===== src/rtl/rx_jabber_pkg.sv =====
package rx_jabber_pkg;

  typedef enum logic [1:0] {
    MON_IDLE  = 2'd0,
    MON_RECV  = 2'd1,
    MON_GRACE = 2'd2,
    MON_JAB   = 2'd3
  } mon_state_e;

  // True when the symbol now sampled closes the idle run.
  function automatic logic idle_run_closes(input int unsigned run_so_far,
                                           input logic this_idle,
                                           input int unsigned run_len);
    return this_idle && (run_so_far + 1 == run_len);
  endfunction

  // True when the duration count sits on the last allowed symbol.
  function automatic logic duration_at_limit(input int unsigned elapsed,
                                             input int unsigned limit);
    return (elapsed + 1 == limit);
  endfunction

endpackage


===== src/rtl/rx_idle_run_counter.sv =====
module rx_idle_run_counter #(
  parameter int unsigned IDLE_RUN = 15
) (
  input  logic clk,
  input  logic rst_n,
  input  logic clear,
  input  logic enable,
  input  logic sym_idle,
  output logic run_done,
  output logic cnt_zero
);
  import rx_jabber_pkg::*;

  localparam int unsigned CW = $clog2(IDLE_RUN + 1);

  logic [CW-1:0] run_q;

  always_ff @(posedge clk or negedge rst_n) begin
    if (!rst_n) begin
      run_q <= '0;
    end else if (clear) begin
      run_q <= '0;
    end else if (enable) begin
      if (!sym_idle) begin
        run_q <= '0;
      end else if (run_q != CW'(IDLE_RUN)) begin
        run_q <= run_q + 1'b1;
      end
    end
  end

  assign run_done = enable && idle_run_closes(32'(run_q), sym_idle, IDLE_RUN);
  assign cnt_zero = (run_q == '0);

endmodule


===== src/rtl/rx_duration_timer.sv =====
module rx_duration_timer #(
  parameter int unsigned TIMEOUT = 18050
) (
  input  logic clk,
  input  logic rst_n,
  input  logic clear,
  input  logic run,
  output logic at_limit
);
  import rx_jabber_pkg::*;

  localparam int unsigned TW = $clog2(TIMEOUT + 1);

  logic [TW-1:0] elapsed_q;
  logic          last_slot;

  assign last_slot = duration_at_limit(32'(elapsed_q), TIMEOUT);
  assign at_limit  = run && last_slot;

  always_ff @(posedge clk or negedge rst_n) begin
    if (!rst_n) begin
      elapsed_q <= '0;
    end else if (clear) begin
      elapsed_q <= '0;
    end else if (run && !last_slot) begin
      elapsed_q <= elapsed_q + 1'b1;
    end
  end

endmodule


===== src/rtl/rx_monitor_fsm.sv =====
module rx_monitor_fsm (
  input  logic                      clk,
  input  logic                      rst_n,
  input  logic                      rx_active,
  input  logic                      sym_idle,
  input  logic                      run_done,
  input  logic                      at_limit,
  output rx_jabber_pkg::mon_state_e state,
  output logic                      start,
  output logic                      end_pulse
);
  import rx_jabber_pkg::*;

  mon_state_e state_q, state_d;
  logic       end_d;

  assign start = (state_q == MON_IDLE) && rx_active;

  always_comb begin
    state_d = state_q;
    end_d   = 1'b0;
    unique case (state_q)
      MON_IDLE: begin
        if (rx_active) state_d = MON_RECV;
      end
      MON_RECV: begin
        if (run_done) begin
          state_d = MON_IDLE;
          end_d   = 1'b1;
        end else if (at_limit) begin
          state_d = sym_idle ? MON_GRACE : MON_JAB;
        end
      end
      MON_GRACE: begin
        if (run_done) begin
          state_d = MON_IDLE;
          end_d   = 1'b1;
        end else if (!sym_idle) begin
          state_d = MON_JAB;
        end
      end
      MON_JAB: begin
        if (run_done) begin
          state_d = MON_IDLE;
          end_d   = 1'b1;
        end
      end
      default: state_d = MON_IDLE;
    endcase
  end

  always_ff @(posedge clk or negedge rst_n) begin
    if (!rst_n) begin
      state_q   <= MON_IDLE;
      end_pulse <= 1'b0;
    end else begin
      state_q   <= state_d;
      end_pulse <= end_d;
    end
  end

  assign state = state_q;

endmodule


===== src/rtl/rx_jabber_monitor.sv =====
module rx_jabber_monitor #(
  parameter int unsigned TIMEOUT  = 18050,
  parameter int unsigned IDLE_RUN = 15
) (
  input  logic clk,
  input  logic rst_n,
  input  logic rx_active,
  input  logic sym_idle,
  output logic crs,
  output logic jabber,
  output logic rx_end
);
  import rx_jabber_pkg::*;

  mon_state_e state;
  logic       start;
  logic       in_rx;
  logic       counting;
  logic       run_done;
  logic       idle_cnt_zero;
  logic       expire;

  assign in_rx    = (state != MON_IDLE);
  assign counting = (state == MON_RECV);

  rx_idle_run_counter #(.IDLE_RUN(IDLE_RUN)) u_idle (
    .clk      (clk),
    .rst_n    (rst_n),
    .clear    (start),
    .enable   (in_rx),
    .sym_idle (sym_idle),
    .run_done (run_done),
    .cnt_zero (idle_cnt_zero)
  );

  rx_duration_timer #(.TIMEOUT(TIMEOUT)) u_timer (
    .clk      (clk),
    .rst_n    (rst_n),
    .clear    (start),
    .run      (counting),
    .at_limit (expire)
  );

  rx_monitor_fsm u_fsm (
    .clk       (clk),
    .rst_n     (rst_n),
    .rx_active (rx_active),
    .sym_idle  (sym_idle),
    .run_done  (run_done),
    .at_limit  (expire),
    .state     (state),
    .start     (start),
    .end_pulse (rx_end)
  );

  assign crs    = in_rx;
  assign jabber = (state == MON_JAB);

endmodule


===== config.mk =====
export PLATFORM = sky130hd
export DESIGN_NAME = rx_jabber_monitor
export DESIGN_NICKNAME = d
export VERILOG_FILES = /design/src/rtl/rx_jabber_pkg.sv /design/src/rtl/rx_idle_run_counter.sv /design/src/rtl/rx_duration_timer.sv /design/src/rtl/rx_monitor_fsm.sv /design/src/rtl/rx_jabber_monitor.sv
export SDC_FILE = /design/constraint.sdc
export NUM_CORES = 1
export LEC_CHECK = 0
export BUFFER_PORTS_ARGS = -buffer_cell sky130_fd_sc_hd__buf_2
export CELL_PAD_IN_SITES_DETAIL_PLACEMENT = 1
export CELL_PAD_IN_SITES_GLOBAL_PLACEMENT = 1
export CORE_MARGIN = 2
export CORE_UTILIZATION = 25
export DETAILED_ROUTE_END_ITERATION = 10
export PLACE_DENSITY_LB_ADDON = 0.1
export SLEW_MARGIN = 20
export SYNTH_ARGS = -nofsm -noshare
export SYNTH_HDL_FRONTEND = slang
export SYNTH_SLANG_ARGS = --single-unit

===== constraint.sdc =====
create_clock -name clk -period 3.2 [get_ports clk]
set_clock_uncertainty 0.15 [all_clocks]
set_input_delay 0.64 -clock clk [delete_from_list [all_inputs] [get_ports clk]]
set_output_delay 0.64 -clock clk [all_outputs]
set_load 0.01 [all_outputs]

; ---- Word level (Yosys, flattened, before mapping)
; Index checks and enable logic that the tools add are counted.
; W data, S select, Z words.
[classes]
addsub = 4
n_eq_ne = 11
mux = 16
reduce_logical = 13
[op_table]
columns = op, n
row1 = $eq A32 B15 Y1 const B, 1
row2 = $eq A32 B4 Y1 const B, 1
row3 = $mux W15, 2
row4 = $add A15 B1 Y16 const B, 1
row5 = $mux W4, 4
row6 = $add A15 B1 Y15 const B, 1
row7 = $mux W2, 6
row8 = $pmux W2 S4, 1
row9 = $ne A3 B3 Y1 const B, 2
row10 = $reduce_bool A2 Y1, 3
row11 = $add A4 B1 Y5 const B, 1
row12 = $logic_and A1 B1 Y1, 5
row13 = $add A4 B1 Y4 const B, 1
row14 = $eq A2 B2 Y1 const B, 2
row15 = $ne A4 B4 Y1 const B, 1
row16 = $reduce_and A4 Y1, 1
row17 = $mux W1, 3
row18 = $ne A3 B1 Y1 const B, 1
row19 = $reduce_or A3 Y1, 1
row20 = $eq A2 B1 Y1 const B, 1
row21 = $logic_not A2 Y1, 1
row22 = $ne A2 B1 Y1 const B, 1
row23 = $ne A2 B2 Y1 const B, 1
row24 = $reduce_and A2 Y1, 1
row25 = $logic_not A1 Y1, 1
[word_totals]
regBits = 22
inputBits = 4
output_inout_bits = 3
wordCells = 48

; ---- Depth between registers and ports, before layout
[logic_depth]
depth_word = 6
mapped_depth = 9
ltp_nobuf = 8

; ---- Hierarchy
; From an unflattened synthesis, not the netlist that was laid out.
[unflattened]
cells_unflattened = 189
hier_area_um2 = 1709.1
[by_module_without_submodules]
columns = module, instances, cells_each, area_per_inst_um2
row1 = rx_duration_timer, 1, 138, 1251.2
row2 = rx_idle_run_counter, 1, 35, 299.0
row3 = rx_monitor_fsm, 1, 13, 136.4
row4 = rx_jabber_monitor, 1, 3, 22.5

; ---- Worst setup path after synthesis
; No wires, ideal clock.
[synth_timing]
kind = reg-to-reg
from = register u_timer.elapsed_q[0]
to = register u_timer.elapsed_q[9]
arrival_time_ps = 2119
setup_slack_ps = 805
stages_incl_launch_ff = 8
period_less_slack_ps = 2395
cell_sequence = dfrtp_1 -> ha_1 -> nand2_1 -> or3_1 -> mux2i_1 -> o2111ai_1 -> a21oi_4 -> a221o_1
[synth_between]
elab_chain_len = 5
word_cells_on_any_way = 8
classes_between = add/sub: 2 / eq/ne: 1 / mux: 2 / reduce/logical: 3
[synth_rtl]
columns = item, line
row1 = "start, declared", rx_duration_timer.sv:14  ; logic [TW-1:0] elapsed_q;
row2 = "start signal, assigned", rx_duration_timer.sv:26  ; elapsed_q <= elapsed_q + 1'b1;
row3 = $add A15 B1 Y16, rx_jabber_pkg.sv:20  ; return (elapsed + 1 == limit);
row4 = $eq A32 B15 Y1, rx_jabber_pkg.sv:20
row5 = $logic_not A1 Y1, rx_duration_timer.sv:25  ; end else if (run && !last_slot) begin
row6 = $logic_and A1 B1 Y1, rx_duration_timer.sv:25
row7 = $reduce_bool A2 Y1 (no line), n/a
; Several ways; a longest one is shown, not always the timed one. The select of a mux whose other input is x is not followed.
; A chain may end at the register's enable or synchronous reset.

; ---- Worst setup path in the final report
; Ends and elaborated chain as after synthesis.

==> summary.md <==
| Metric | Value |
|---|---|
| CTS tree | `built` |
| First-pass GRT wire length | `about 6.6 mm` |
| Post-synthesis sequential area ratio | `0.391` |
| Crit-path leading delay family | `compound AO/OA/AOI/OAI gates` |
| Aggregate global-route resource usage | `0.135` |
| Total core area | `between 0.005 and 0.006 mm^2` |
| WS Path Type | `reg2reg` |
| Ys async rst share | `1.00` |
| GRT overflow | `0` |
| Routed len/inst | `roughly 17 um` |
| Total Die Area | `roughly 0.0063 mm^2` |
| Synth unique cells | `between 40 and 50` |
| DRC violations left | `0` |
| EDFF count, synth | `0` |
| Synth Warn # | `0` |
| Initial Utilization | `0.257` |
| R2R setup slack | `between 0.4 and 0.5 ns` |
| Worst Path Required | `3.22 ns` |
| Max VDD drop | `about 130 uV` |
| DIE WIDTH | `about 79 um` |
| Crit path capture type | `flop` |
| Crit-path max cell delay | `about 0.56 ns` |
| Leading cell types in the layout, fill and taps excluded | `22 x dfrtp_1, 15 x nand3_1, 14 x o21ai_0, 13 x nand2_1, 11 x nor2_1` |
| Worst path cell trace | `ha_1, nand2_1, or3_1, mux2i_1, o2111ai_1, a21oi_4, a221o_1` |
| Setup WS pre-CTS | `0.363 ns` |
| Syn avg cell area | `9.03 um^2` |
| Commonest non-fill, non-tap cell in the layout | `dfrtp_1` |
| MaxCap Viol Count | `0` |
| #FFs+latches synth | `22` |
| Tcrit/Tclk final | `0.871` |
| Gate count of the mapped netlist | `156` |
| Placer Congestion | `around 0.75` |
| Relative slew margins | `0.576` |
| Max Fclk | `359 MHz` |
| PnR worst setup slack | `between 0.4 and 0.5 ns` |
| Cell Area, Synth | `between 0.001 and 0.0015 mm^2` |
| Via density | `about 5.2` |
| Cts bufs inserted | `3` |
| Register clock-pin slew on the reported worst setup and hold paths | `about 0.1 ns` |
| Shortest period the worst path allows | `2.79 ns` |
| TNS Setup | `0 ns` |
| Post-CTS Resized | `0` |
| Ports | `7` |
| Root buffer cell | `clkbuf_8` |
| Fill count | `roughly 660` |
| Final setup viols | `0` |
| DRT Pass-1 Iters | `4` |
| Initial antenna violation count | `0` |
| Port-buffer cells | `6` |
| Worst path bufs/invs | `0` |
| Synthesis-to-finish area growth | `13.4%` |
| Hold_buf cts | `0` |
| Final WL | `approximately 3.9 mm` |
| Outcome | `finished clean` |
| Post-CTS setup buffer count | `0` |
| Antenna Nets Post-Route | `0` |
| Clock tree buffer depth | `2` |
| Nets | `between 150 and 200` |
| HPWL Detailed | `about 3.0 mm` |
| Unrepaired setup endpoints after global routing | `no` |
| Lkg Pwr | `between 0.6 and 0.7 nW` |
| Post-synth top flop | `dfrtp_1` |
| CTS sink count | `22` |
| Final hold vios | `0` |
| CP Max Fanout | `8` |
| Clk Latency, worst-skew pair | `roughly 0.28 ns` |
| DR iter-0 viols | `about 60` |
| N_diodes | `0` |
| Largest net degree at the start of global routing | `23` |
| Net Count, Synth | `between 150 and 200` |
| Row cnt | `27` |
| Vias in the first global route | `approximately 1300` |
| Worst-Margin Slew | `~0.63 ns` |
| Final cell utilization of the core | `0.292` |
| Slew Limit Fails | `0` |
| Crit start category | `flop` |
| Vias | `1231` |
| HP Class | `in2async` |
| DIE HEIGHT | `~79 um` |
| Pwr dens | `~400 mW/mm^2` |
| Crit-path slowest cell | `o2111ai_1` |
| Critical Path AT | `2.81 ns` |
| Max H-tree Level | `1` |
| Layout cells sized above 1 | `0.164` |
-- cell type report --
cell class	count	area [um^2]	share of cell area
multi-input combinational	122	803	0.503
sequential	22	551	0.345
tap	72	90.1	0.0564
timing repair buffer	9	52.6	0.0329
clock buffer	3	41.3	0.0258
clock inverter	1	30.0	0.0188
inverter	8	30.0	0.0188
-- path summary, 6_finish.rpt --
check	start	endpoint	cells after the start
setup reg to reg	u_timer.elapsed_q[0]	u_timer.elapsed_q[9]	7
max in group asynchronous	rst_n	u_timer.elapsed_q[0]	1
min in group clk	u_idle.run_q[3]	u_idle.run_q[3]	2
hold reg to reg	u_idle.run_q[3]	u_idle.run_q[3]	2
setup / recovery	u_timer.elapsed_q[0]	u_timer.elapsed_q[9]	7
hold / removal	rst_n	u_timer.elapsed_q[11]	1
-- per-layer routing --
layer,wire (um),GRT usage,part of all wire,vias up
li1,-,-,-,587
met1,1890,0.176,0.48,632
met2,1960,0.237,0.50,7
met3,49,0.0170,0.012,5
met4,38,0.0310,0.0096,0
met5,0,0,0,-
-- per-stage QoR --
| stage | std cells | hold slack [ns] | area [um^2] | total power, W |
|---|---|---|---|---|
| after floorplan | 156 | 0.194 | 1410 | 0.000347 |
| after CTS | 237 | 0.209 | 1600 | 0.000644 |
| after global placement | 233 | 0.345 | 1530 | 0.000368 |
| after detailed placement | 233 | 0.365 | 1530 | 0.000372 |
| final | 237 | 0.192 | 1600 | 0.000640 |
| after global routing | 237 | 0.227 | 1600 | 0.000666 |
-- kinds of logic (layout without fill, tap and decap cells) --
| group | Yosys count | in the layout | share of synthesized area |
|---|---|---|---|
| xor+xnor | 5 | 5 | 0.0311 |
| fa+ha+maj | 4 | 4 | 0.0355 |
| buf+inv | 12 | 21 | 0.0391 |
| simple gates | 72 | 72 | 0.289 |
| compound gates | 38 | 38 | 0.193 |
| mux | 3 | 3 | 0.0222 |
| flops | 22 | 22 | 0.391 |
-- registers in the layout (all words and copies together) (netlist names) --
| signal | flops |
|---|---|
| u_timer.elapsed_q | 15 |
| u_idle.run_q | 4 |
| u_fsm.state | 2 |
| u_fsm.end_pulse | 1 |
-- report_power, final --
part	total [W]	internal, W	switching (W)
sequential	0.000317	0.000292	0.0000251
clock	0.000275	0.000167	0.000108
combinational	0.0000474	0.0000203	0.0000271
-- Yosys cell counts, types with 2 or more instances --
| cell type | count | share of area |
|---|---|---|
| dfrtp_1 | 22 | 0.39 |
| nand3_1 | 15 | 0.053 |
| o21ai_0 | 14 | 0.050 |
| nand2_1 | 13 | 0.035 |
| nor2_1 | 11 | 0.029 |
| inv_1 | 8 | 0.021 |
| nor3_1 | 6 | 0.021 |
| or3_1 | 5 | 0.022 |
| a21oi_1 | 4 | 0.014 |
| ha_1 | 4 | 0.036 |
| nand2b_1 | 4 | 0.018 |
| a211o_2 | 3 | 0.021 |
| a31oi_1 | 3 | 0.013 |
| and2_1 | 3 | 0.013 |
| xnor2_1 | 3 | 0.019 |
| a21o_2 | 2 | 0.012 |
| buf_2 | 2 | 0.0071 |
| mux2i_1 | 2 | 0.014 |
| nand4_1 | 2 | 0.0089 |
| nor2b_1 | 2 | 0.0089 |
| o2111a_1 | 2 | 0.016 |
| xor2_1 | 2 | 0.012 |
-- worst register-to-register path, stage by stage, from the launching register on --
cell and delay [ns]:
dfrtp_1 0.42, ha_1 0.26, nand2_1 0.12, or3_1 0.44, mux2i_1 0.17, o2111ai_1 0.56, a21oi_4 0.20, a221o_1 0.38
No activity file was read; power rests on OpenSTA's default activity.
